## src/rtl/exc_pkg.sv

```systemverilog
package exc_pkg;
   localparam int VEC_W = 20;
   typedef logic [VEC_W-1:0] vec_t;

   localparam vec_t VEC_RESET = 20'h00100;
   localparam vec_t VEC_MCHK  = 20'h00200;
   localparam vec_t VEC_EXT   = 20'h00500;
   localparam vec_t VEC_DEC   = 20'h00900;
   localparam vec_t VEC_PMON  = 20'h00F00;
   localparam vec_t VEC_SMI   = 20'h01400;
   localparam vec_t VEC_THRM  = 20'h01700;

   typedef enum logic [2:0] {
      CLS_NONE, CLS_RESET, CLS_MCHK, CLS_PRECISE, CLS_IMPRECISE, CLS_MASKABLE
   } exc_class_e;
endpackage

```

## src/rtl/exc_prec_pick.sv

```systemverilog
module exc_prec_pick #(
   parameter int PREC_N = 4,
   parameter int AGE_W  = 6
) (
   input  logic [PREC_N-1:0]              valid,
   input  logic [PREC_N*AGE_W-1:0]        age,
   input  logic [PREC_N*exc_pkg::VEC_W-1:0] vec_in,
   output logic                           any,
   output exc_pkg::vec_t                  vec_out
);
   import exc_pkg::*;

   logic [PREC_N-1:0] win;

   for (genvar i = 0; i < PREC_N; i++) begin : g_slot
      logic w;
      always_comb begin
         w = valid[i];
         for (int j = 0; j < PREC_N; j++) begin
            if (j != i && valid[j]) begin
               if (j < i)
                  w = w & (age[i*AGE_W +: AGE_W] <  age[j*AGE_W +: AGE_W]);
               else
                  w = w & (age[i*AGE_W +: AGE_W] <= age[j*AGE_W +: AGE_W]);
            end
         end
      end
      assign win[i] = w;
   end

   always_comb begin
      vec_out = '0;
      for (int k = 0; k < PREC_N; k++)
         if (win[k]) vec_out = vec_out | vec_in[k*VEC_W +: VEC_W];
   end

   assign any = |valid;
endmodule

```

## src/rtl/exc_async_pick.sv

```systemverilog
module exc_async_pick #(
   parameter bit THERMAL_PRESENT = 1'b1
) (
   input  logic          ee_en,
   input  logic          ext_req,
   input  logic          pmon_req,
   input  logic          dec_req,
   input  logic          smi_req,
   input  logic          thrm_en,
   input  logic          thrm_over,
   output logic          any,
   output exc_pkg::vec_t vec_out
);
   import exc_pkg::*;

   logic thrm_raw;

   if (THERMAL_PRESENT) begin : g_thrm
      assign thrm_raw = thrm_en & thrm_over;
   end else begin : g_no_thrm
      assign thrm_raw = 1'b0;
   end

   always_comb begin
      any     = 1'b0;
      vec_out = '0;
      if (ee_en) begin
         if (ext_req) begin
            any = 1'b1; vec_out = VEC_EXT;
         end else if (pmon_req) begin
            any = 1'b1; vec_out = VEC_PMON;
         end else if (dec_req) begin
            any = 1'b1; vec_out = VEC_DEC;
         end else if (smi_req) begin
            any = 1'b1; vec_out = VEC_SMI;
         end else if (thrm_raw) begin
            any = 1'b1; vec_out = VEC_THRM;
         end
      end
   end
endmodule

```

## src/rtl/exc_recov.sv

```systemverilog
module exc_recov (
   input  logic ri_bit,
   input  logic stq_empty,
   input  logic stq_cancel,
   input  logic cmp_sig,
   input  logic cmp_done,
   output logic recov_ok
);
   logic drained;
   logic completed;

   assign drained   = stq_empty & ~stq_cancel;
   assign completed = ~cmp_sig | cmp_done;
   assign recov_ok  = ri_bit & drained & completed;
endmodule

```

## src/rtl/exc_arbiter.sv

```systemverilog
module exc_arbiter #(
   parameter int PREC_N          = 4,
   parameter int AGE_W           = 6,
   parameter bit THERMAL_PRESENT = 1'b1
) (
   input  logic                              clk,
   input  logic                              rst_n,
   input  logic                              hreset_req,
   input  logic                              mcheck_req,
   input  logic                              mce_en,
   input  logic                              ee_en,
   input  logic                              ext_req,
   input  logic                              dec_req,
   input  logic                              pmon_req,
   input  logic                              smi_req,
   input  logic                              thrm_en,
   input  logic                              thrm_over,
   input  logic [PREC_N-1:0]                 prec_valid,
   input  logic [PREC_N*AGE_W-1:0]           prec_age,
   input  logic [PREC_N*exc_pkg::VEC_W-1:0]  prec_vec,
   input  logic                              ri_bit,
   input  logic                              stq_empty,
   input  logic                              stq_cancel,
   input  logic                              cmp_sig,
   input  logic                              cmp_done,
   output logic                              take,
   output logic [exc_pkg::VEC_W-1:0]         take_vec,
   output logic                              checkstop,
   output logic                              recov_ok
);
   import exc_pkg::*;

   if (PREC_N < 1) begin : g_bad_n
      $error("PREC_N must be at least 1");
   end
   if (AGE_W < 1) begin : g_bad_age
      $error("AGE_W must be at least 1");
   end

   localparam logic IMPRECISE_REQ = 1'b0;

   logic       prec_any, async_any;
   vec_t       prec_sel, async_sel;
   logic       take_q, cs_q;
   vec_t       vec_q;
   logic       take_d, cs_d;
   vec_t       vec_d;
   exc_class_e cls;

   exc_prec_pick #(.PREC_N(PREC_N), .AGE_W(AGE_W)) u_prec (
      .valid   (prec_valid),
      .age     (prec_age),
      .vec_in  (prec_vec),
      .any     (prec_any),
      .vec_out (prec_sel)
   );

   exc_async_pick #(.THERMAL_PRESENT(THERMAL_PRESENT)) u_async (
      .ee_en     (ee_en),
      .ext_req   (ext_req),
      .pmon_req  (pmon_req),
      .dec_req   (dec_req),
      .smi_req   (smi_req),
      .thrm_en   (thrm_en),
      .thrm_over (thrm_over),
      .any       (async_any),
      .vec_out   (async_sel)
   );

   exc_recov u_recov (
      .ri_bit     (ri_bit),
      .stq_empty  (stq_empty),
      .stq_cancel (stq_cancel),
      .cmp_sig    (cmp_sig),
      .cmp_done   (cmp_done),
      .recov_ok   (recov_ok)
   );

   // class decision; reset is considered before checkstop and the idle cycle
   always_comb begin
      cls = CLS_NONE;
      if (hreset_req)           cls = CLS_RESET;
      else if (cs_q || take_q)  cls = CLS_NONE;
      else if (mcheck_req)      cls = CLS_MCHK;
      else if (prec_any)        cls = CLS_PRECISE;
      else if (IMPRECISE_REQ)   cls = CLS_IMPRECISE;
      else if (async_any)       cls = CLS_MASKABLE;
   end

   always_comb begin
      take_d = 1'b0;
      vec_d  = '0;
      cs_d   = cs_q;
      unique case (cls)
         CLS_RESET: begin
            take_d = 1'b1; vec_d = VEC_RESET; cs_d = 1'b0;
         end
         CLS_MCHK: begin
            if (mce_en) begin
               take_d = 1'b1; vec_d = VEC_MCHK;
            end else begin
               cs_d = 1'b1;
            end
         end
         CLS_PRECISE: begin
            take_d = 1'b1; vec_d = prec_sel;
         end
         CLS_MASKABLE: begin
            take_d = 1'b1; vec_d = async_sel;
         end
         default: ;
      endcase
   end

   always_ff @(posedge clk or negedge rst_n) begin
      if (!rst_n) begin
         take_q <= 1'b0;
         vec_q  <= '0;
         cs_q   <= 1'b0;
      end else begin
         take_q <= take_d;
         vec_q  <= vec_d;
         cs_q   <= cs_d;
      end
   end

   assign take      = take_q;
   assign take_vec  = vec_q;
   assign checkstop = cs_q;
endmodule

```

## config.mk

```make
export PLATFORM = sky130hd
export DESIGN_NAME = exc_arbiter
export DESIGN_NICKNAME = d
export VERILOG_FILES = /design/src/rtl/exc_pkg.sv /design/src/rtl/exc_prec_pick.sv /design/src/rtl/exc_async_pick.sv /design/src/rtl/exc_recov.sv /design/src/rtl/exc_arbiter.sv
export SDC_FILE = /design/constraint.sdc
export NUM_CORES = 1
export LEC_CHECK = 0
export BUFFER_PORTS_ARGS = -buffer_cell sky130_fd_sc_hd__buf_2
export CAP_MARGIN = 20
export CORE_MARGIN = 2
export CORE_UTILIZATION = 47
export CTS_CLUSTER_DIAMETER = 200
export DETAILED_ROUTE_END_ITERATION = 7
export GPL_TIMING_DRIVEN = 1
export PLACE_DENSITY_LB_ADDON = 0.1
export SLEW_MARGIN = 20
export SYNTH_ARGS = -nofsm -noshare
export SYNTH_HDL_FRONTEND = slang
export SYNTH_SLANG_ARGS = --single-unit
```

## constraint.sdc

```tcl
create_clock -name clk -period 3.9 [get_ports clk]
set_input_delay 0.78 -clock clk [delete_from_list [all_inputs] [get_ports clk]]
set_output_delay 0.78 -clock clk [all_outputs]
set_load 0.01 [all_outputs]
```

==> Word level (Yosys, flattened, before mapping) <==
Cells that the tools add are included.
W data, S select, Z words.
{ "word_totals": {"register_bits": 22, "out_inout_bits": 23, "in_bits": 125, "elab_cells": 86} }
{ "op_classes": {"reduce_logical": 5, "n_lt_le_gt_ge": 12, "mux": 39, "eq_ne": 5, "bitwise": 22} }
{ "op_table": {"columns": ["op", "count"], "rows": [
  ["$mux W20", 9],
  ["$pmux W20 S4", 1],
  ["$or A20 B20 Y20", 3],
  ["$le A6 B6 Y1", 6],
  ["$lt A6 B6 Y1", 6],
  ["$mux W1", 20],
  ["$and A1 B1 Y1", 16],
  ["$mux W3", 5],
  ["$mux W13", 1],
  ["$mux W10", 1],
  ["$eq A3 B2 Y1 const B", 2],
  ["$pmux W1 S2", 2],
  ["$reduce_or A4 Y1", 1],
  ["$eq A3 B1 Y1 const B", 1],
  ["$eq A3 B3 Y1 const B", 1],
  ["$reduce_or A3 Y1", 1],
  ["$ne A2 B2 Y1 const B", 1],
  ["$not A1 Y1", 2],
  ["$reduce_and A2 Y1", 1],
  ["$reduce_bool A2 Y1", 1],
  ["$logic_or A1 B1 Y1", 1],
  ["$or A1 B1 Y1", 1]
]} }

==> Depth between registers and ports, before layout <==
Gate-level depths: netlist (run 1).
{ "logic_depth": {"depth_word": 15, "depth_mapped": 11, "depth_no_buf": 9} }

==> Cells and area by module <==
A second synthesis (run 1) with hierarchy kept.
{ "hier_totals": {"hier_cells": 313, "area_unflattened_um2": 2884.0} }
{ "modules_own_cells": {"columns": ["mod", "cells_per_inst", "seq_area_each_um2", "area_each_um2", "n_inst"], "rows": [
  ["exc_prec_pick", 215, 0.0, 1746.7, 1],
  ["exc_arbiter", 64, 550.5, 894.6, 1],
  ["exc_async_pick", 31, 0.0, 215.2, 1],
  ["exc_recov", 3, 0.0, 27.5, 1]
]} }

==> Worst setup path before layout (run 1) <==
Ideal clock, no wire load.
{ "synth_path": {"path_type": "input to register", "startpoint": "input prec_age[5]", "endpoint": "register vec_q[13] (netlist: take_vec[13])", "required_time_ns": 3.774, "setup_ns": 0.126, "slack_ns": 1.216, "cell_stages": 10, "arrival_ns": 2.558, "n_path_buf": 2, "path_cell_list": "inv_1 > ha_1 > a21oi_1 > o21ai_1 > or3b_1 > o2111a_2 > and3_4 > buf_6 > buf_6 > a221o_1"} }
{ "synth_via": {"elab_chain_cells": 15, "elab_cells_between_ends": 38, "classes_between": "order compare (6); mux (17); bitwise (15)"} }
{ "synth_lines": {"columns": ["element", "line", "text"], "rows": [
  ["start: declaration", "exc_arbiter.sv:19", "input logic [PREC_N*AGE_W-1:0] prec_age,"],
  ["$le A6 B6 Y1", "exc_prec_pick.sv:24", "w = w & (age[i*AGE_W +: AGE_W] <= age[j*AGE_W +: AGE_W]);"],
  ["$and A1 B1 Y1", "exc_prec_pick.sv:24", null],
  ["$mux W1", "exc_prec_pick.sv:20", "if (j != i && valid[j]) begin"],
  ["$and A1 B1 Y1", "exc_prec_pick.sv:24", null],
  ["$mux W1", "exc_prec_pick.sv:20", null],
  ["$and A1 B1 Y1", "exc_prec_pick.sv:24", null],
  ["$mux W1", "exc_prec_pick.sv:20", null],
  ["$mux W20", "exc_prec_pick.sv:34", "if (win[k]) vec_out = vec_out | vec_in[k*VEC_W +: VEC_W];"],
  ["$or A20 B20 Y20", "exc_prec_pick.sv:34", null],
  ["$mux W20", "exc_prec_pick.sv:34", null],
  ["$or A20 B20 Y20", "exc_prec_pick.sv:34", null],
  ["$mux W20", "exc_prec_pick.sv:34", null],
  ["$or A20 B20 Y20", "exc_prec_pick.sv:34", null],
  ["$mux W20 *", "exc_prec_pick.sv:34", null],
  ["$pmux W20 S4 *", "exc_arbiter.sv:94", "unique case (cls)"],
  ["via vec_d[13]", "exc_arbiter.sv:47", "vec_t vec_d;"],
  ["end signal: assignment", "exc_arbiter.sv:122", "vec_q <= vec_d;"],
  ["end: declaration", "exc_arbiter.sv:45", "vec_t vec_q;"]
]} }
Mark *: on every way through the listed nets, which the timed path passes. The rest lies on a longest branch.
A chain may end at the register's enable or synchronous reset.

==> Worst setup path in the final report (run 1) <==
{ "layout_path": {"startpoint": "input prec_age[11]", "endpoint": "register vec_q[0] (netlist: take_vec[0])"} }
The elaborated chain is that of the path after synthesis.

==> results.py, run 1 <==
metrics = {
    "clock_tree": {
        "post-cts-setup-buffer-count": 0,
        "worstSkewPairLatency_ns": 0.26,
        "cts_root_buf": "sky130_fd_sc_hd__clkbuf_8",
        "cts-hold-fix-buffers": 0,
        "cts_tree": "built",
        "cts-htree-levels": 1,
        "resized_after_cts": 0,
        "tritoncts_num_sinks": 22,
        "clock_path_buffers": 2,
        "cts-buffers-inserted": 3,
        "clkSlewWorstSetupHoldPaths_ns": 0.08,
    },
    "synthesis": {
        "yosysTopAreaCellShare_pct": 24.0,
        "synth.lib_cells_used.distinct": 47,
        "synth-seq-cells": 22,
        "synth_enable_flop_cells": 0,
        "multiplexer_share_of_the_synthesized_area_pct": 0,
        "synth_area_leaders": "sky130_fd_sc_hd__dfrtp_1 24%, sky130_fd_sc_hd__ha_1 20%, sky130_fd_sc_hd__a221o_1 7.4%",
        "yosys_warnings": 0,
        "post_synth_and_or_nand_nor_area_fraction_pct": 18.3,
        "post-synth-top-area-cell": "sky130_fd_sc_hd__dfrtp_1",
        "syn-num-nets": 434,
        "synth_top_family_by_area": "compound AO/OA/AOI/OAI gates",
        "xor_xnor_fraction_of_synth_area_pct": 0,
        "post_synthesis_compound_gate_area_fraction_pct": 30.4,
        "asyncSetResetFlopFracSynth_pct": 100,
        "yosysSeqAreaShare_pct": 24.0,
        "synth_cells": 273,
        "synth.cell_area_um2": 2300,
        "post_synth.cell_area_avg_um2": 8.42,
        "post_synth_fa_ha_maj_area_fraction_pct": 19.6,
        "postSynth.topFlopCell": "sky130_fd_sc_hd__dfrtp_1",
    },
    "routing": {
        "via_per_inst": 5.55,
        "detail_route.wirelength_um": 7210,
        "detail_route.drc_violations": 0,
        "postRouteAntennaNets": 0,
        "wire_per_inst_um": 15.0,
        "dr.pass1.iters": 4,
        "vias": 2674,
        "drtIter0Drc": 232,
    },
    "placed_design": {
        "routabilityCongestion": 0.870,
        "dp_cells": 478,
        "placed_cell_areas_um2": 3070,
        "port_buffers": 147,
        "dp_hpwl_um": 6090,
    },
    "grt": {
        "residual_overflow_from_global_routing": 0,
        "first_global_vias": 2520,
        "grt_pass1_wl_um": 11000,
        "track_usage_pct": 25.5,
        "grt_antenna_before_repair": 0,
        "grt_start_max_net_pins": 23,
    },
    "critical_path": {
        "cp-startpoint": "prec_age[11]",
        "endpoint_kind": "register",
        "r2r_start": "take",
        "critical_path.max_fanout": 11,
        "r2r_end": "take_vec[16]",
        "worst_ep_required_time_ns": 4.11,
        "rr_worst_depth": 5,
        "kind_of_start_point_of_the_critical_path": "input port",
        "ff2ff_setup_slack_ns": 1.83,
        "critical_path_arrival_ns": 3.08,
        "crit_type": "in -> reg",
        "critical_path.endpoint": "take_vec[0]",
    },
    "timing": {
        "final_min_period_over_clock_period_pct": 73.8,
        "drv_slew": 0,
        "final_hold_viol_count": 0,
        "timing.max_slew.rel_slack_pct": 51.8,
        "achievable-frequency_mhz": 348,
        "tns_ns": 0,
        "tightestPinTransition_ns": 0.723,
        "post-route-min-period_ns": 2.88,
        "rsz0062_at_grt": "false",
        "final-setup-viol-count": 0,
        "fin_skew_ns": 0.000786,
    },
    "pwr": {
        "p_leak_nw": 1.72,
        "worst_ir_drop_vdd_uv": 164,
        "power-per-cell-area_nw_per_um2": 233,
    },
    "final_layout": {
        "layout.nets": 577,
        "drive_gt1_share_pct": 38.8,
        "antenna-diode-count": 0,
        "layout.cells.most_common": "sky130_fd_sc_hd__buf_2",
        "mostFrequentLayoutCells": "147 x sky130_fd_sc_hd__buf_2, 36 x sky130_fd_sc_hd__ha_1, 30 x sky130_fd_sc_hd__inv_1, 27 x sky130_fd_sc_hd__nor2_1",
        "finalInstanceArea_um2": 3140,
        "instances_no_fill": 482,
        "layout_overhead_on_the_synthesized_area_pct": 36.7,
    },
    "floorplanning": {
        "die_h_um": 73.9,
        "rows": 25,
        "initial_core_utilization_pct": 48.7,
        "die_span_x_um": 73.9,
        "io_pins": 148,
        "design.die.area_um2": 5470,
        "core_um2": 4720,
    },
    "status": {
        "result_of_the_run": "finished clean",
    },
    "job": {
        "max-cap-violations": 0,
    },
    "min_path": {
        "hold_path_class": "in -> async",
    },
}
cell usage after synthesis (all sizes together), types with 3 or more instances:
cell type and number:
nor2b 4, o21ai 4, nor2 28, nor3 5, a21oi 22, clkbuf 4
dfrtp 22, inv 30, a221o 17, a31oi 3, nand2 17, nand4 6
nand3 9, a22oi 18, ha 36, a21o 4, buf 6, nand2b 8
registers in the layout, summed over array words and instances, names as in the netlist:
signal     flops
take           1
checkstop      1
take_vec      20
stage by stage:
stage                     utilization [%]  hold WS (ns)  setup WS [ns]  total power (W)
after floorplan                         -         0.484           1.22         0.000400
after global placement               65.0         0.526          0.765         0.000520
after detailed placement             65.0         0.573          0.741         0.000524
after CTS                            66.5         0.473           1.02         0.000733
after global routing                 66.5         0.501          0.803         0.000771
final                                66.5         0.462           1.02         0.000732
worst min path at each step:
stage	start	endpoint	slack, ns	cells past startpoint
2_1_floorplan	rst_n	checkstop	0.48	0
4_1_cts	rst_n	checkstop	0.47	1
3_3_place_gp	checkstop	checkstop	0.53	2
6_report	rst_n	checkstop	0.46	1
3_5_place_dp	checkstop	checkstop	0.57	2
5_1_grt	rst_n	take_vec[11]	0.50	1
cell families after synthesis:
group                      Yosys count
AOI/OAI and AO/OA                   91
adders and majority gates           36
and+or+nand+nor                     84
buffers and inverters               40
DFF                                 22
where the power goes:
part	internal (W)	leakage (nW)	switching, W
sequential	0.000239	0.299	0.00000389
clock	0.000137	0.0357	0.0000728
combinational	0.000131	1.39	0.000149
total	0.000506	1.72	0.000226
area by class of cell:
cell class	instances	area, um^2
multi-input cells	211	1580
fillers	430	1580
repair buffers	148	743
flip-flops and latches	22	551
inverters	30	113
well taps	67	83.8
clock buffers	3	41.3
clock inverters	1	30.0
worst max-delay path, cell delays in order:
cell and delay (ns):
sky130_fd_sc_hd__buf_2 0.07, sky130_fd_sc_hd__inv_1 0.06, sky130_fd_sc_hd__ha_1 0.32, sky130_fd_sc_hd__nand4_1 0.16, sky130_fd_sc_hd__a21oi_1 0.16, sky130_fd_sc_hd__o31ai_1 0.13
sky130_fd_sc_hd__a2111oi_4 0.74, sky130_fd_sc_hd__buf_4 0.30, sky130_fd_sc_hd__a22oi_1 0.10, sky130_fd_sc_hd__nor2_1 0.14, sky130_fd_sc_hd__a221o_1 0.12
per-layer routing:
| metal | track usage [%] | up-vias | part of all wire, % |
|---|---|---|---|
| li1 | - | 1314 | - |
| met1 | 30.8 | 1234 | 39 |
| met2 | 47.3 | 113 | 52 |
| met3 | 2.30 | 13 | 6.3 |
| met4 | 8.28 | 0 | 2.3 |
| met5 | 0 | - | 0 |
Power figures use the tool's default switching activity.
==> inputs of run 2 (changes only) <==
CORE_UTILIZATION = 43   (was 47)
clock period = 2.9 ns   (was 3.9 ns; I/O delays follow)
==> results.py, run 2 (same netlist as run 1, synthesis figures left out) <==
metrics = {
    "final_layout": {
        "layout.cells.most_common": "sky130_fd_sc_hd__buf_2",
        "layout_overhead_on_the_synthesized_area_pct": 38.2,
        "max_ffs_per_register": 20,
        "layout.nets": 581,
        "drive_gt1_share_pct": 39.4,
        "antenna-diode-count": 0,
        "instances_no_fill": 489,
        "nFillCells": 487,
        "mostFrequentLayoutCells": "147 x sky130_fd_sc_hd__buf_2, 36 x sky130_fd_sc_hd__ha_1, 30 x sky130_fd_sc_hd__inv_1, 27 x sky130_fd_sc_hd__nor2_1",
    },
    "pwr": {
        "power.internal_w": 0.000688,
        "combinationalPowerShare_pct": 38.7,
        "power_switching_w": 0.000301,
        "switching_share_pct": 30.4,
        "pwr-share-seq_pct": 32.9,
        "worst_ir_drop_vdd_uv": 216,
        "share_clk_of_total_power_pct": 28.4,
        "p_leak_nw": 1.74,
        "power-per-cell-area_nw_per_um2": 311,
    },
    "clock_tree": {
        "cts-htree-levels": 1,
        "worstSkewPairLatency_ns": 0.26,
        "cts_tree": "built",
        "post-cts-setup-buffer-count": 0,
        "tritoncts_num_sinks": 22,
        "cts-hold-fix-buffers": 0,
        "resized_after_cts": 0,
        "cts-buffers-inserted": 3,
        "cts_root_buf": "sky130_fd_sc_hd__clkbuf_8",
        "clkSlewWorstSetupHoldPaths_ns": 0.08,
        "clock_path_buffers": 2,
    },
    "job": {
        "max-cap-violations": 0,
    },
    "grt": {
        "grt_antenna_before_repair": 0,
        "grt_start_max_net_pins": 23,
        "residual_overflow_from_global_routing": 0,
        "track_usage_pct": 23.9,
        "grt_pass1_wl_um": 11600,
        "first_global_vias": 2517,
    },
    "timing": {
        "drv_slew": 0,
        "tns_ns": 0,
        "post-route-min-period_ns": 2.48,
        "tightestPinTransition_ns": 0.522,
        "final_min_period_over_clock_period_pct": 85.7,
        "rsz0062_at_grt": "false",
        "timing.max_slew.rel_slack_pct": 64.9,
        "final_hold_viol_count": 0,
        "final-setup-viol-count": 0,
        "fin_skew_ns": 0.00641,
        "achievable-frequency_mhz": 403,
    },
    "routing": {
        "drtIter0Drc": 96,
        "wire_per_inst_um": 14.8,
        "postRouteAntennaNets": 0,
        "vias": 2602,
        "via_per_inst": 5.32,
        "dr.pass1.iters": 4,
        "detail_route.drc_violations": 0,
        "detail_route.wirelength_um": 7240,
    },
    "floorplanning": {
        "design.die.area_um2": 5950,
        "core_um2": 5140,
        "initial_core_utilization_pct": 44.7,
        "rows": 26,
        "io_pins": 148,
        "die_h_um": 77.1,
        "die_span_x_um": 77.1,
    },
    "critical_path": {
        "rr_worst_depth": 5,
        "critical_path_arrival_ns": 2.63,
        "r2r_start": "take",
        "ff2ff_setup_slack_ns": 0.85,
        "critical_path.max_fanout": 4,
        "worst_ep_required_time_ns": 3.05,
        "critical_path.n_buffers_inverters": 3,
        "crit_type": "in -> reg",
        "cp_slowest_cell": "sky130_fd_sc_hd__a2111oi_4",
        "critical_path_depth": 10,
        "critPathTopFamily": "compound AO/OA/AOI/OAI gates",
        "cp_slowest_stage_delay_ns": 0.45,
        "endpoint_kind": "register",
        "kind_of_start_point_of_the_critical_path": "input port",
        "r2r_end": "take_vec[3]",
        "path_cells": "buf_2 -> inv_1 -> ha_1 -> nand4_1 -> a21oi_1 -> o31ai_1 -> buf_4 -> a2111oi_4 -> a222oi_1 -> a2111oi_2",
    },
    "placed_design": {
        "port_buffers": 147,
        "dp_cells": 485,
        "routabilityCongestion": 0.896,
        "dp_hpwl_um": 6210,
    },
    "min_path": {
        "hold_path_class": "in -> async",
    },
    "status": {
        "result_of_the_run": "finished clean",
    },
}
==> run 2: changes by cell type in the layout (fill, tap and decap cells not counted), sizes merged <==
cell | previous run | this run
buf | 148 | 152
==> run 2: per-stage QoR <==
stage | total power, W | util (%) | worst slack, ns | hold WS, ns | cell area, um^2
finish | 0.000989 | 61.8 | 0.416 | 0.260 | 3180
global route | 0.00106 | 61.8 | 0.291 | 0.292 | 3180
CTS | 0.000993 | 61.8 | 0.402 | 0.267 | 3180
global placement | 0.000708 | 60.4 | 0.181 | 0.528 | 3110
floorplan | 0.000538 | - | 0.416 | 0.284 | 2300
detailed placement | 0.000714 | 60.4 | 0.142 | 0.541 | 3110
==> run 2: cell type report <==
| class | count | area, um^2 | share of cell area [%] |
|---|---|---|---|
| Clock buffer | 3 | 41.3 | 1.30 |
| Clock inverter | 1 | 30.0 | 0.945 |
| Inverter | 30 | 113 | 3.54 |
| Multi-Input combinational cell | 211 | 1580 | 49.8 |
| Sequential cell | 22 | 551 | 17.3 |
| Tap cell | 70 | 87.6 | 2.76 |
| Timing Repair Buffer | 152 | 773 | 24.3 |
==> run 2: power groups by stage <==
stage | Sequential, W | Combinational (W) | Clock, W
after detailed placement | 0.000332 | 0.000382 | 0
after global placement | 0.000332 | 0.000376 | 0
after CTS | 0.000326 | 0.000384 | 0.000283
after global routing | 0.000327 | 0.000432 | 0.000298
after floorplan | 0.000340 | 0.000198 | 0
final | 0.000326 | 0.000383 | 0.000280
==> run 2: routing by layer <==
metal  GRT usage [%]  vias up  part of all wire [%]  routed length [um]
li1                -     1326                     -                   -
met1            29.6     1160                    41                3000
met2            42.5      105                    50                3640
met3            3.06       11                   6.0                 434
met4            8.57        0                   2.2                 161
met5               0        -                     0                   0
==> run 2: worst max-delay path by stage <==
| stage | end | slack (ns) | start |
|---|---|---|---|
| floorplan | take_vec[13] | 0.42 | prec_age[5] |
| global placement | take_vec[9] | 0.18 | prec_age[11] |
| detailed placement | take_vec[9] | 0.14 | prec_age[11] |
| CTS | take_vec[9] | 0.40 | prec_age[11] |
| global route | take_vec[9] | 0.29 | prec_age[11] |
| finish | take_vec[9] | 0.42 | prec_age[11] |
==> inputs of run 3 (changes only) <==
CORE_UTILIZATION = 40   (was 43)
==> results.py, run 3 (same netlist as run 1, synthesis figures left out) <==
metrics = {
    "timing": {
        "tightestPinTransition_ns": 0.542,
        "fin_skew_ns": 0.00565,
        "tns_ns": 0,
        "rsz0062_at_grt": "false",
        "final_min_period_over_clock_period_pct": 85.1,
        "final-setup-viol-count": 0,
        "timing.max_slew.rel_slack_pct": 63.5,
        "drv_slew": 0,
        "post-route-min-period_ns": 2.47,
        "final_hold_viol_count": 0,
        "achievable-frequency_mhz": 405,
    },
    "critical_path": {
        "crit_type": "in -> reg",
        "rr_worst_depth": 5,
        "ff2ff_setup_slack_ns": 0.84,
        "endpoint_kind": "register",
        "critical_path_arrival_ns": 2.61,
        "r2r_end": "take_vec[19]",
        "kind_of_start_point_of_the_critical_path": "input port",
        "path_cells": "buf_2 -> inv_1 -> ha_1 -> nand4_1 -> a21oi_1 -> o31ai_1 -> buf_4 -> a2111oi_4 -> buf_12 -> a222oi_1 -> a2111oi_2",
        "r2r_start": "take",
        "critical_path.max_fanout": 20,
        "cp_slowest_cell": "sky130_fd_sc_hd__a2111oi_4",
        "cp_slowest_stage_delay_ns": 0.39,
        "worst_ep_required_time_ns": 3.05,
    },
    "routing": {
        "wire_per_inst_um": 14.5,
        "detail_route.wirelength_um": 7080,
        "detail_route.drc_violations": 0,
        "drtIter0Drc": 109,
        "via_per_inst": 5.38,
        "dr.pass1.iters": 4,
        "vias": 2631,
        "postRouteAntennaNets": 0,
    },
    "grt": {
        "residual_overflow_from_global_routing": 0,
        "grt_pass1_wl_um": 11100,
        "grt_antenna_before_repair": 0,
        "grt_start_max_net_pins": 23,
        "track_usage_pct": 21.6,
        "first_global_vias": 2447,
    },
    "clock_tree": {
        "worstSkewPairLatency_ns": 0.26,
        "tritoncts_num_sinks": 22,
        "cts-htree-levels": 1,
        "resized_after_cts": 0,
        "clock_path_buffers": 2,
        "cts_tree": "built",
        "cts-buffers-inserted": 3,
        "post-cts-setup-buffer-count": 0,
        "cts-hold-fix-buffers": 0,
        "cts_root_buf": "sky130_fd_sc_hd__clkbuf_8",
        "clkSlewWorstSetupHoldPaths_ns": 0.08,
    },
    "final_layout": {
        "layout.cells.most_common": "sky130_fd_sc_hd__buf_2",
        "instances_no_fill": 489,
        "multiInputGateArea_um2": 1580,
        "antenna-diode-count": 0,
        "max_ffs_per_register": 20,
        "postLayoutCoreUtil_pct": 57.3,
        "mostFrequentLayoutCells": "147 x sky130_fd_sc_hd__buf_2, 36 x sky130_fd_sc_hd__ha_1, 30 x sky130_fd_sc_hd__inv_1, 27 x sky130_fd_sc_hd__nor2_1",
        "layout.nets": 579,
        "finalInstanceArea_um2": 3170,
        "layout_overhead_on_the_synthesized_area_pct": 38.1,
        "seq_area_um2": 551,
        "nFillCells": 557,
        "drive_gt1_share_pct": 39.1,
    },
    "status": {
        "result_of_the_run": "finished clean",
    },
    "pwr": {
        "report.power.total_w": 0.000925,
        "worst_ir_drop_vdd_uv": 194,
        "power-per-cell-area_nw_per_um2": 292,
        "p_leak_nw": 1.73,
    },
    "placed_design": {
        "placed_cell_areas_um2": 3120,
        "dp_hpwl_um": 6050,
        "routabilityCongestion": 0.911,
        "dp_cells": 485,
        "port_buffers": 147,
    },
    "floorplanning": {
        "initial_core_utilization_pct": 41.5,
        "rows": 27,
        "die_span_x_um": 79.8,
        "core_um2": 5540,
        "io_pins": 148,
        "die_h_um": 79.8,
        "design.die.area_um2": 6370,
    },
    "job": {
        "max-cap-violations": 0,
    },
    "min_path": {
        "hold_path_class": "in -> async",
    },
}
==> run 3: power by group <==
group          switching [W]  internal (W)
clock network      0.0000942      0.000121
logic               0.000198      0.000187
registers         0.00000478      0.000321
==> run 3: worst max-delay path: cells and delay by family <==
| family | cells | cell delay (ns) |
|---|---|---|
| AOI/OAI and AO/OA | 5 | 1.07 |
| adders and majority gates | 1 | 0.32 |
| buffers and inverters | 4 | 0.48 |
| and+or+nand+nor | 1 | 0.15 |
==> run 3: worst max path at each step <==
stage	to	cells past startpoint	slack [ns]	startpoint
2_1_floorplan	take_vec[13]	10	0.42	prec_age[5]
3_3_place_gp	take_vec[9]	11	0.19	prec_age[11]
6_report	take_vec[9]	11	0.43	prec_age[11]
5_1_grt	take_vec[9]	11	0.25	prec_age[11]
3_5_place_dp	take_vec[9]	11	0.13	prec_age[11]
4_1_cts	take_vec[9]	11	0.40	prec_age[11]
==> run 3: per-layer routing <==
layer  routed length [um]  global-route usage [%]
met1                 2870                    26.6
met2                 3660                    39.9
met3                  449                    2.04
met4                  102                    5.76
met5                    0                       0
==> run 3: layout make-up <==
class | instances | share of cell area [%]
timing repair buffer | 150 | 24.7
sequential | 22 | 17.4
clock buffer | 4 | 1.74
tap | 72 | 2.84
inverter | 30 | 3.55
multi-input combinational | 211 | 49.8
==> run 3: stage by stage <==
stage	hold WS [ns]	setup WS (ns)
floorplan	0.284	0.416
global placement	0.538	0.189
detailed placement	0.552	0.129
CTS	0.282	0.404
global route	0.306	0.251
finish	0.271	0.433
